[config.mk]
export PLATFORM = sky130hd
export DESIGN_NAME = range_scrubber
export DESIGN_NICKNAME = d
export VERILOG_FILES = /design/src/rtl/rs_pkg.sv /design/src/rtl/rs_tag_store.sv /design/src/rtl/rs_range_match.sv /design/src/rtl/rs_walker.sv /design/src/rtl/range_scrubber.sv
export SDC_FILE = /design/constraint.sdc
export NUM_CORES = 2
export LEC_CHECK = 0
export CORE_AREA = 3 3 449 451
export DETAILED_ROUTE_END_ITERATION = 12
export DIE_AREA = 0 0 452 454
export PLACE_DENSITY = 0.43
export SYNTH_ARGS = -nofsm -noshare
export SYNTH_HDL_FRONTEND = slang
export SYNTH_SLANG_ARGS = --single-unit
export TNS_END_PERCENT = 50
[constraint.sdc]
create_clock -name clk -period 11.6 [get_ports clk]
set_clock_uncertainty 0.2 [all_clocks]
set_input_delay 1.74 -clock clk [delete_from_list [all_inputs] [get_ports clk]]
set_output_delay 1.74 -clock clk [all_outputs]
set_load 0.01 [all_outputs]
[src/rtl/rs_pkg.sv]
package rs_pkg;
    typedef enum logic {
        WALK_IDLE = 1'b0,
        WALK_BUSY = 1'b1
    } walk_state_e;
endpackage

[src/rtl/rs_tag_store.sv]
module rs_tag_store #(
    parameter int SETS  = 16,
    parameter int WAYS  = 4,
    parameter int TAG_W = 12,
    localparam int SET_W = $clog2(SETS),
    localparam int WAY_W = (WAYS > 1) ? $clog2(WAYS) : 1
) (
    input  logic                        clk,
    input  logic                        rst_n,
    input  logic [SET_W-1:0]            lk_set,
    output logic [WAYS-1:0]             lk_vld,
    output logic [WAYS-1:0][TAG_W-1:0]  lk_tag,
    input  logic [SET_W-1:0]            sc_set,
    output logic [WAYS-1:0]             sc_vld,
    output logic [WAYS-1:0][TAG_W-1:0]  sc_tag,
    input  logic                        wr_en,
    input  logic [SET_W-1:0]            wr_set,
    input  logic [WAY_W-1:0]            wr_way,
    input  logic [TAG_W-1:0]            wr_tag,
    input  logic                        clr_en,
    input  logic [SET_W-1:0]            clr_set,
    input  logic [WAYS-1:0]             clr_mask
);
    typedef struct packed {
        logic [SETS-1:0][WAYS-1:0]             vld;
        logic [SETS-1:0][WAYS-1:0][TAG_W-1:0]  tag;
    } store_t;

    store_t st_d, st_q;

    assign lk_vld = st_q.vld[lk_set];
    assign lk_tag = st_q.tag[lk_set];
    assign sc_vld = st_q.vld[sc_set];
    assign sc_tag = st_q.tag[sc_set];

    always_comb begin
        st_d = st_q;
        if (clr_en) begin
            st_d.vld[clr_set] = st_q.vld[clr_set] & ~clr_mask;
        end
        if (wr_en) begin
            st_d.vld[wr_set][wr_way] = 1'b1;
            st_d.tag[wr_set][wr_way] = wr_tag;
        end
    end

    always_ff @(posedge clk or negedge rst_n) begin
        if (!rst_n) begin
            st_q <= '0;
        end else begin
            st_q <= st_d;
        end
    end
endmodule

[src/rtl/rs_range_match.sv]
module rs_range_match #(
    parameter int ADDR_W = 16,
    parameter int SETS   = 16,
    parameter int WAYS   = 4,
    localparam int SET_W = $clog2(SETS),
    localparam int TAG_W = ADDR_W - SET_W
) (
    input  logic [SET_W-1:0]            set_idx,
    input  logic [WAYS-1:0]             vld,
    input  logic [WAYS-1:0][TAG_W-1:0]  tag,
    input  logic [ADDR_W-1:0]           rng_start,
    input  logic [ADDR_W-1:0]           rng_len,
    output logic [WAYS-1:0]             hit_mask
);
    logic [ADDR_W:0] lo_ext;
    logic [ADDR_W:0] hi_ext;

    assign lo_ext = {1'b0, rng_start};
    assign hi_ext = {1'b0, rng_start} + {1'b0, rng_len};

    for (genvar w = 0; w < WAYS; w++) begin : g_way
        logic [ADDR_W:0] line_ext;
        assign line_ext    = {1'b0, tag[w], set_idx};
        assign hit_mask[w] = vld[w] && (line_ext >= lo_ext) && (line_ext < hi_ext);
    end
endmodule

[src/rtl/rs_walker.sv]
module rs_walker
    import rs_pkg::*;
#(
    parameter int ADDR_W = 16,
    parameter int SETS   = 16,
    localparam int SET_W = $clog2(SETS),
    localparam logic [SET_W-1:0] LAST_SET = SET_W'(SETS - 1)
) (
    input  logic              clk,
    input  logic              rst_n,
    input  logic              req_valid,
    input  logic [ADDR_W-1:0] req_start,
    input  logic [ADDR_W-1:0] req_len,
    input  logic              stall,
    output logic              req_ready,
    output logic              busy,
    output logic              step,
    output logic [SET_W-1:0]  set_idx,
    output logic [ADDR_W-1:0] rng_start,
    output logic [ADDR_W-1:0] rng_len,
    output logic              done
);
    typedef struct packed {
        walk_state_e       state;
        logic [SET_W-1:0]  set;
        logic [ADDR_W-1:0] start;
        logic [ADDR_W-1:0] len;
        logic              done;
    } walk_t;

    walk_t w_d, w_q;

    assign req_ready = (w_q.state == WALK_IDLE);
    assign busy      = (w_q.state == WALK_BUSY);
    assign step      = busy && !stall;
    assign set_idx   = w_q.set;
    assign rng_start = w_q.start;
    assign rng_len   = w_q.len;
    assign done      = w_q.done;

    always_comb begin
        w_d      = w_q;
        w_d.done = 1'b0;
        unique case (w_q.state)
            WALK_IDLE: begin
                if (req_valid) begin
                    w_d.state = WALK_BUSY;
                    w_d.set   = '0;
                    w_d.start = req_start;
                    w_d.len   = req_len;
                end
            end
            WALK_BUSY: begin
                if (!stall) begin
                    if (w_q.set == LAST_SET) begin
                        w_d.state = WALK_IDLE;
                        w_d.done  = 1'b1;
                    end else begin
                        w_d.set = w_q.set + 1'b1;
                    end
                end
            end
            default: w_d.state = WALK_IDLE;
        endcase
    end

    always_ff @(posedge clk or negedge rst_n) begin
        if (!rst_n) begin
            w_q <= '{state: WALK_IDLE, set: '0, start: '0, len: '0, done: 1'b0};
        end else begin
            w_q <= w_d;
        end
    end
endmodule

[src/rtl/range_scrubber.sv]
module range_scrubber #(
    parameter int ADDR_W = 16,
    parameter int SETS   = 16,
    parameter int WAYS   = 4,
    localparam int SET_W = $clog2(SETS),
    localparam int TAG_W = ADDR_W - SET_W,
    localparam int WAY_W = (WAYS > 1) ? $clog2(WAYS) : 1
) (
    input  logic              clk,
    input  logic              rst_n,
    input  logic              req_valid,
    output logic              req_ready,
    input  logic [ADDR_W-1:0] req_start,
    input  logic [ADDR_W-1:0] req_len,
    output logic              done_o,
    input  logic              lk_valid,
    input  logic [ADDR_W-1:0] lk_addr,
    output logic              lk_hit,
    output logic [WAY_W-1:0]  lk_way,
    input  logic              fill_valid,
    input  logic [ADDR_W-1:0] fill_addr,
    input  logic [WAY_W-1:0]  fill_way
);
    logic                        tag_busy;
    logic                        walk_busy;
    logic                        walk_step;
    logic [SET_W-1:0]            walk_set;
    logic [ADDR_W-1:0]           rng_start;
    logic [ADDR_W-1:0]           rng_len;
    logic [WAYS-1:0]             lk_vld;
    logic [WAYS-1:0][TAG_W-1:0]  lk_tag;
    logic [WAYS-1:0]             sc_vld;
    logic [WAYS-1:0][TAG_W-1:0]  sc_tag;
    logic [WAYS-1:0]             sc_mask;
    logic [WAYS-1:0]             lk_match;

    // Normal tag traffic owns the tag array; the walk yields to it.
    assign tag_busy = lk_valid | fill_valid;

    rs_walker #(
        .ADDR_W (ADDR_W),
        .SETS   (SETS)
    ) u_walk (
        .clk       (clk),
        .rst_n     (rst_n),
        .req_valid (req_valid),
        .req_start (req_start),
        .req_len   (req_len),
        .stall     (tag_busy),
        .req_ready (req_ready),
        .busy      (walk_busy),
        .step      (walk_step),
        .set_idx   (walk_set),
        .rng_start (rng_start),
        .rng_len   (rng_len),
        .done      (done_o)
    );

    rs_tag_store #(
        .SETS  (SETS),
        .WAYS  (WAYS),
        .TAG_W (TAG_W)
    ) u_tags (
        .clk      (clk),
        .rst_n    (rst_n),
        .lk_set   (lk_addr[SET_W-1:0]),
        .lk_vld   (lk_vld),
        .lk_tag   (lk_tag),
        .sc_set   (walk_set),
        .sc_vld   (sc_vld),
        .sc_tag   (sc_tag),
        .wr_en    (fill_valid),
        .wr_set   (fill_addr[SET_W-1:0]),
        .wr_way   (fill_way),
        .wr_tag   (fill_addr[ADDR_W-1:SET_W]),
        .clr_en   (walk_step),
        .clr_set  (walk_set),
        .clr_mask (sc_mask)
    );

    rs_range_match #(
        .ADDR_W (ADDR_W),
        .SETS   (SETS),
        .WAYS   (WAYS)
    ) u_match (
        .set_idx   (walk_set),
        .vld       (sc_vld),
        .tag       (sc_tag),
        .rng_start (rng_start),
        .rng_len   (rng_len),
        .hit_mask  (sc_mask)
    );

    for (genvar w = 0; w < WAYS; w++) begin : g_lk
        assign lk_match[w] = lk_vld[w] && (lk_tag[w] == lk_addr[ADDR_W-1:SET_W]);
    end

    always_comb begin
        lk_hit = 1'b0;
        lk_way = '0;
        for (int w = WAYS - 1; w >= 0; w--) begin
            if (lk_match[w]) begin
                lk_hit = 1'b1;
                lk_way = WAY_W'(w);
            end
        end
    end
endmodule

==> run_summary.xml <==
<?xml version="1.0" encoding="UTF-8"?>
<metrics>
  <group name="clock_tree">
    <metric name="post-cts-setup-buffer-count" unit="">0</metric>
    <metric name="clock-root-buffer" unit="">sky130_fd_sc_hd__clkbuf_16</metric>
    <metric name="cts_hold_buf" unit="">0</metric>
    <metric name="clkLatencyLatePin" unit="ps">720</metric>
    <metric name="cts.reportedPaths.clkPinSlew" unit="ps">50</metric>
    <metric name="clock_path_buffers" unit="">3</metric>
    <metric name="cts-resized-gates" unit="">0</metric>
    <metric name="cts_h_tree_depth" unit="">3</metric>
    <metric name="cts_buffer_count" unit="">108</metric>
    <metric name="cts.sink_count" unit="">870</metric>
    <metric name="cts_tree" unit="">yes</metric>
  </group>
  <group name="critical_path">
    <metric name="worst_path_dominant_cell_family" unit="">simple AND/OR/NAND/NOR gates</metric>
    <metric name="worstPathMaxFanout" unit="">87</metric>
    <metric name="worst-endpoint-required" unit="ps">9660</metric>
    <metric name="worst_path_largest_cell_delay" unit="ps">680</metric>
    <metric name="cp.buffers_inverters" unit="">3</metric>
    <metric name="path_cells" unit="">buf_8 -&gt; buf_12 -&gt; mux4_2 -&gt; mux2i_1 -&gt; xnor2_1 -&gt; or4_1 -&gt; a211o_1 -&gt; nor4_1 -&gt; nor2b_1 -&gt; and2_1 -&gt; clkdlybuf4s50_1</metric>
    <metric name="timing.setup.critical_path_class" unit="">in -&gt; out</metric>
    <metric name="worst-endpoint-arrival" unit="ps">6230</metric>
    <metric name="timing.critical_path.slowest_stage_cell" unit="">sky130_fd_sc_hd__nor4_1</metric>
    <metric name="worstSetupEndpointType" unit="">output port</metric>
    <metric name="worst_setup_path_start_kind" unit="">input port</metric>
  </group>
  <group name="floorplan">
    <metric name="overall_die_height" unit="µm">454</metric>
    <metric name="placementRows" unit="">163</metric>
    <metric name="chipWidth" unit="µm">452</metric>
    <metric name="die_outline_area" unit="µm²">205000</metric>
    <metric name="ioPinCount" unit="">76</metric>
    <metric name="core_region_area" unit="µm²">198000</metric>
    <metric name="initial_utilization" unit="%">25.0</metric>
  </group>
  <group name="power">
    <metric name="switchingPower" unit="W">0.00476</metric>
    <metric name="cellLeakagePower" unit="nW">24.3</metric>
    <metric name="worst_ir_drop_vdd" unit="V">0.000229</metric>
    <metric name="p_int" unit="W">0.00778</metric>
    <metric name="sequentialPowerShare" unit="%">32.6</metric>
    <metric name="p_per_area" unit="nW/µm²">222</metric>
    <metric name="netSwitchingFraction" unit="%">37.9</metric>
    <metric name="power.total" unit="W">0.0125</metric>
    <metric name="share_comb_of_total_power" unit="%">41.0</metric>
    <metric name="power_frac_clock" unit="%">26.4</metric>
  </group>
  <group name="logic_synthesis">
    <metric name="synth-simple-area-share" unit="%">3.53</metric>
    <metric name="post_synth_xor_area_fraction" unit="%">1.33</metric>
    <metric name="synthTopCellsByCount" unit="">sky130_fd_sc_hd__dfrtp_1 (870), sky130_fd_sc_hd__mux2_2 (809), sky130_fd_sc_hd__mux4_2 (454)</metric>
    <metric name="syn-mean-instance-area" unit="µm²">14.4</metric>
    <metric name="synth_top_family_by_area" unit="">multiplexers</metric>
    <metric name="async_flop_share" unit="%">100</metric>
    <metric name="syn-num-nets" unit="">3625</metric>
    <metric name="synth-main-ff-cell" unit="">sky130_fd_sc_hd__dfrtp_1</metric>
    <metric name="post_synth_mux_area_share" unit="%">41.1</metric>
    <metric name="synth-compound-area-share" unit="%">3.95</metric>
    <metric name="synth_seq_cells" unit="">870</metric>
    <metric name="ys_top_cells_by_area" unit="">sky130_fd_sc_hd__dfrtp_1 (44%), sky130_fd_sc_hd__mux4_2 (21%), sky130_fd_sc_hd__mux2_2 (18%), sky130_fd_sc_hd__ha_1 (2.9%), sky130_fd_sc_hd__mux2i_1 (2.0%)</metric>
    <metric name="yosysTopAreaCell" unit="">sky130_fd_sc_hd__dfrtp_1</metric>
    <metric name="synth_top_area_share" unit="%">44.0</metric>
    <metric name="ys_seq_area_share" unit="%">44.0</metric>
    <metric name="ys.warnings.count" unit="">0</metric>
    <metric name="yosys.cell_count.top_type" unit="">sky130_fd_sc_hd__dfrtp_1</metric>
    <metric name="syn-cell-area" unit="µm²">49500</metric>
    <metric name="synthCells" unit="">3438</metric>
    <metric name="yosys.cell_types.count" unit="">67</metric>
    <metric name="synth-edff-count" unit="">0</metric>
    <metric name="post_synth_fa_ha_maj_area_fraction" unit="%">2.97</metric>
  </group>
  <group name="grt">
    <metric name="number_of_antenna_violations_at_the_first_check_in_global_routing" unit="">16</metric>
    <metric name="number_of_global_route_vias_before_repair" unit="">32527</metric>
    <metric name="grt_first_pass_wirelength" unit="µm">254000</metric>
    <metric name="grt_util_all_layers" unit="%">17.1</metric>
    <metric name="gr-total-overflow" unit="">0</metric>
    <metric name="pin_count_of_the_biggest_net_entering_global_routing" unit="">160</metric>
  </group>
  <group name="run">
    <metric name="maxCapViolCount" unit="">0</metric>
  </group>
  <group name="timing">
    <metric name="hold_violations" unit="">0</metric>
    <metric name="maxSlewViolCount" unit="">0</metric>
    <metric name="timing.final.setup_violations" unit="">0</metric>
    <metric name="worst_slew_pin_slew" unit="ps">1270</metric>
    <metric name="timing.slew.headroom" unit="%">15.4</metric>
    <metric name="finalCriticalPeriod" unit="ps">8170</metric>
    <metric name="rsz0062_at_grt" unit="">false</metric>
    <metric name="maxClockFrequency" unit="MHz">122</metric>
    <metric name="period_share" unit="%">70.5</metric>
    <metric name="setup_total_negative_slack" unit="ps">0</metric>
  </group>
  <group name="layout">
    <metric name="finish.net_count" unit="">3616</metric>
    <metric name="n_fill_cell" unit="">19898</metric>
    <metric name="sequential_cell_area" unit="µm²">21800</metric>
    <metric name="multiInputGateArea" unit="µm²">26200</metric>
    <metric name="layout-drive-gt1-share" unit="%">45.0</metric>
    <metric name="area_growth_syn_to_layout" unit="%">14.2</metric>
  </group>
  <group name="drt">
    <metric name="vias" unit="">31420</metric>
    <metric name="avgRoutedWirePerCell" unit="µm">28.8</metric>
    <metric name="vias_per_cell" unit="">5.11</metric>
    <metric name="detail_route.first_pass.iterations" unit="">5</metric>
    <metric name="drt.antenna.violating_nets" unit="">0</metric>
    <metric name="dr_wl_met3" unit="µm">8450</metric>
    <metric name="route.final.wire_length" unit="µm">177000</metric>
    <metric name="routedLengthMet1" unit="µm">79200</metric>
    <metric name="route.met2.wl" unit="µm">84700</metric>
    <metric name="dr.first_iter.drc_count" unit="">2155</metric>
    <metric name="number_of_drc_violations_after_detailed_routing" unit="">0</metric>
    <metric name="dr.max_layer_used" unit="">met4</metric>
  </group>
  <group name="place">
    <metric name="port_buffers" unit="">75</metric>
    <metric name="hpwl" unit="µm">112000</metric>
    <metric name="gp_congestion" unit="">0.847</metric>
  </group>
  <group name="status">
    <metric name="status" unit="">complete, no violations</metric>
  </group>
  <group name="min_path">
    <metric name="hold_path_class" unit="">reg -&gt; reg</metric>
  </group>
</metrics>
[final cells by class]
cell class | count | area share, %
diodes | 4 | 0.0177
repair buffers | 182 | 2.81
clock inverters | 16 | 0.314
flip-flops and latches | 870 | 38.6
inverters | 40 | 0.266
multi-input cells | 2227 | 46.4
clock buffers | 174 | 5.75
well taps | 2640 | 5.85
[routing by layer]
| metal | vias to the layer above | GRT usage, % |
|---|---|---|
| met5 | - | 0 |
| met4 | 0 | 4.56 |
| met3 | 245 | 2.72 |
| met2 | 818 | 28.2 |
| met1 | 17158 | 23.4 |
| li1 | 13199 | - |
[path summary, 6_finish.rpt]
check	startpoint	end	slack, ps	depth (start not counted)
max reg2reg	u_walk.set_idx[0]	u_tags.st_q[804]	5440	13
min	u_tags.st_q[779]	u_tags.st_q[779]	320	2
max in group asynchronous	rst_n	asynchronous set/reset pin	7870	3
min in group asynchronous	rst_n	asynchronous set/reset pin	920	1
max	lk_addr[1]	lk_way[1]	3430	11
min reg2reg	u_tags.st_q[779]	u_tags.st_q[779]	320	2
[through the flow]
stage	std cells	setup slack, ps	hold slack [ps]	utilization [%]	cell area, µm²
after floorplan	3438	5510	278	-	49500
after global placement	5959	3390	292	26.8	53100
after detailed placement	5959	3410	308	26.8	53100
after CTS	6149	3380	320	28.6	56500
after global routing	6149	3270	329	28.6	56500
final	6153	3430	317	28.6	56500
[cell families (layout without fill, tap and decap cells)]
| logic type | count (synthesis) | count (layout) |
|---|---|---|
| AO/OA/AOI/OAI | 294 | 294 |
| XOR/XNOR | 75 | 75 |
| adder cells (fa/ha/maj) | 117 | 117 |
| buffers and inverters | 341 | 412 |
| flip-flops | 870 | 870 |
| multiplexers | 1364 | 1364 |
| other | 0 | 4 |
| AND/OR/NAND/NOR | 377 | 377 |
[layout by cell type, fill, tap and decap left out, types with 9 or more instances in the layout]
| master | netlist | routed |
|---|---|---|
| sky130_fd_sc_hd__nor2_1 | 73 | 56 |
| sky130_fd_sc_hd__buf_2 | 52 | 11 |
| sky130_fd_sc_hd__clkbuf_8 | 0 | 30 |
| sky130_fd_sc_hd__and3_1 | 9 | 9 |
| sky130_fd_sc_hd__o211ai_1 | 44 | 44 |
| sky130_fd_sc_hd__o21ai_1 | 19 | 19 |
| sky130_fd_sc_hd__o31ai_1 | 9 | 9 |
| sky130_fd_sc_hd__a21oi_1 | 73 | 73 |
| sky130_fd_sc_hd__a22oi_1 | 11 | 11 |
| sky130_fd_sc_hd__mux2_2 | 809 | 809 |
| sky130_fd_sc_hd__o21ai_0 | 36 | 36 |
| sky130_fd_sc_hd__nor3b_1 | 12 | 12 |
| sky130_fd_sc_hd__nand4_1 | 17 | 17 |
| sky130_fd_sc_hd__nand2b_1 | 14 | 14 |
| sky130_fd_sc_hd__inv_1 | 39 | 39 |
| sky130_fd_sc_hd__o22ai_1 | 13 | 13 |
| sky130_fd_sc_hd__nand3_1 | 18 | 18 |
| sky130_fd_sc_hd__xnor2_1 | 43 | 43 |
| sky130_fd_sc_hd__xor2_1 | 32 | 32 |
| sky130_fd_sc_hd__nor3_1 | 25 | 25 |
| sky130_fd_sc_hd__nor2b_1 | 15 | 14 |
| sky130_fd_sc_hd__ha_1 | 115 | 115 |
| sky130_fd_sc_hd__nor2_2 | 0 | 15 |
| sky130_fd_sc_hd__clkbuf_16 | 0 | 108 |
| sky130_fd_sc_hd__mux4_2 | 454 | 454 |
| sky130_fd_sc_hd__clkbuf_1 | 141 | 36 |
| sky130_fd_sc_hd__mux2i_1 | 100 | 100 |
| sky130_fd_sc_hd__clkdlybuf4s50_1 | 0 | 58 |
| sky130_fd_sc_hd__a21o_1 | 19 | 19 |
| sky130_fd_sc_hd__buf_4 | 25 | 103 |
| sky130_fd_sc_hd__dfrtp_1 | 870 | 866 |
| sky130_fd_sc_hd__nand2_1 | 165 | 165 |
| sky130_fd_sc_hd__clkinv_2 | 0 | 10 |
[worst min-delay path: cells and delay by family (launching register included)]
kind / cells / cell delay [ps]
and+or+nand+nor: 1 / 50
DFF: 1 / 360
AOI/OAI and AO/OA: 1 / 70
[power by group through the flow]
stage / Combinational, W / Sequential (W) / Clock, W
after floorplan: 0.00364 / 0.00386 / 0
after global placement: 0.00511 / 0.00412 / 0
after detailed placement: 0.00515 / 0.00412 / 0
after CTS: 0.00517 / 0.00408 / 0.00341
after global routing: 0.00558 / 0.00416 / 0.00353
final: 0.00514 / 0.00409 / 0.00331
No activity file was read; power rests on OpenSTA's default activity.
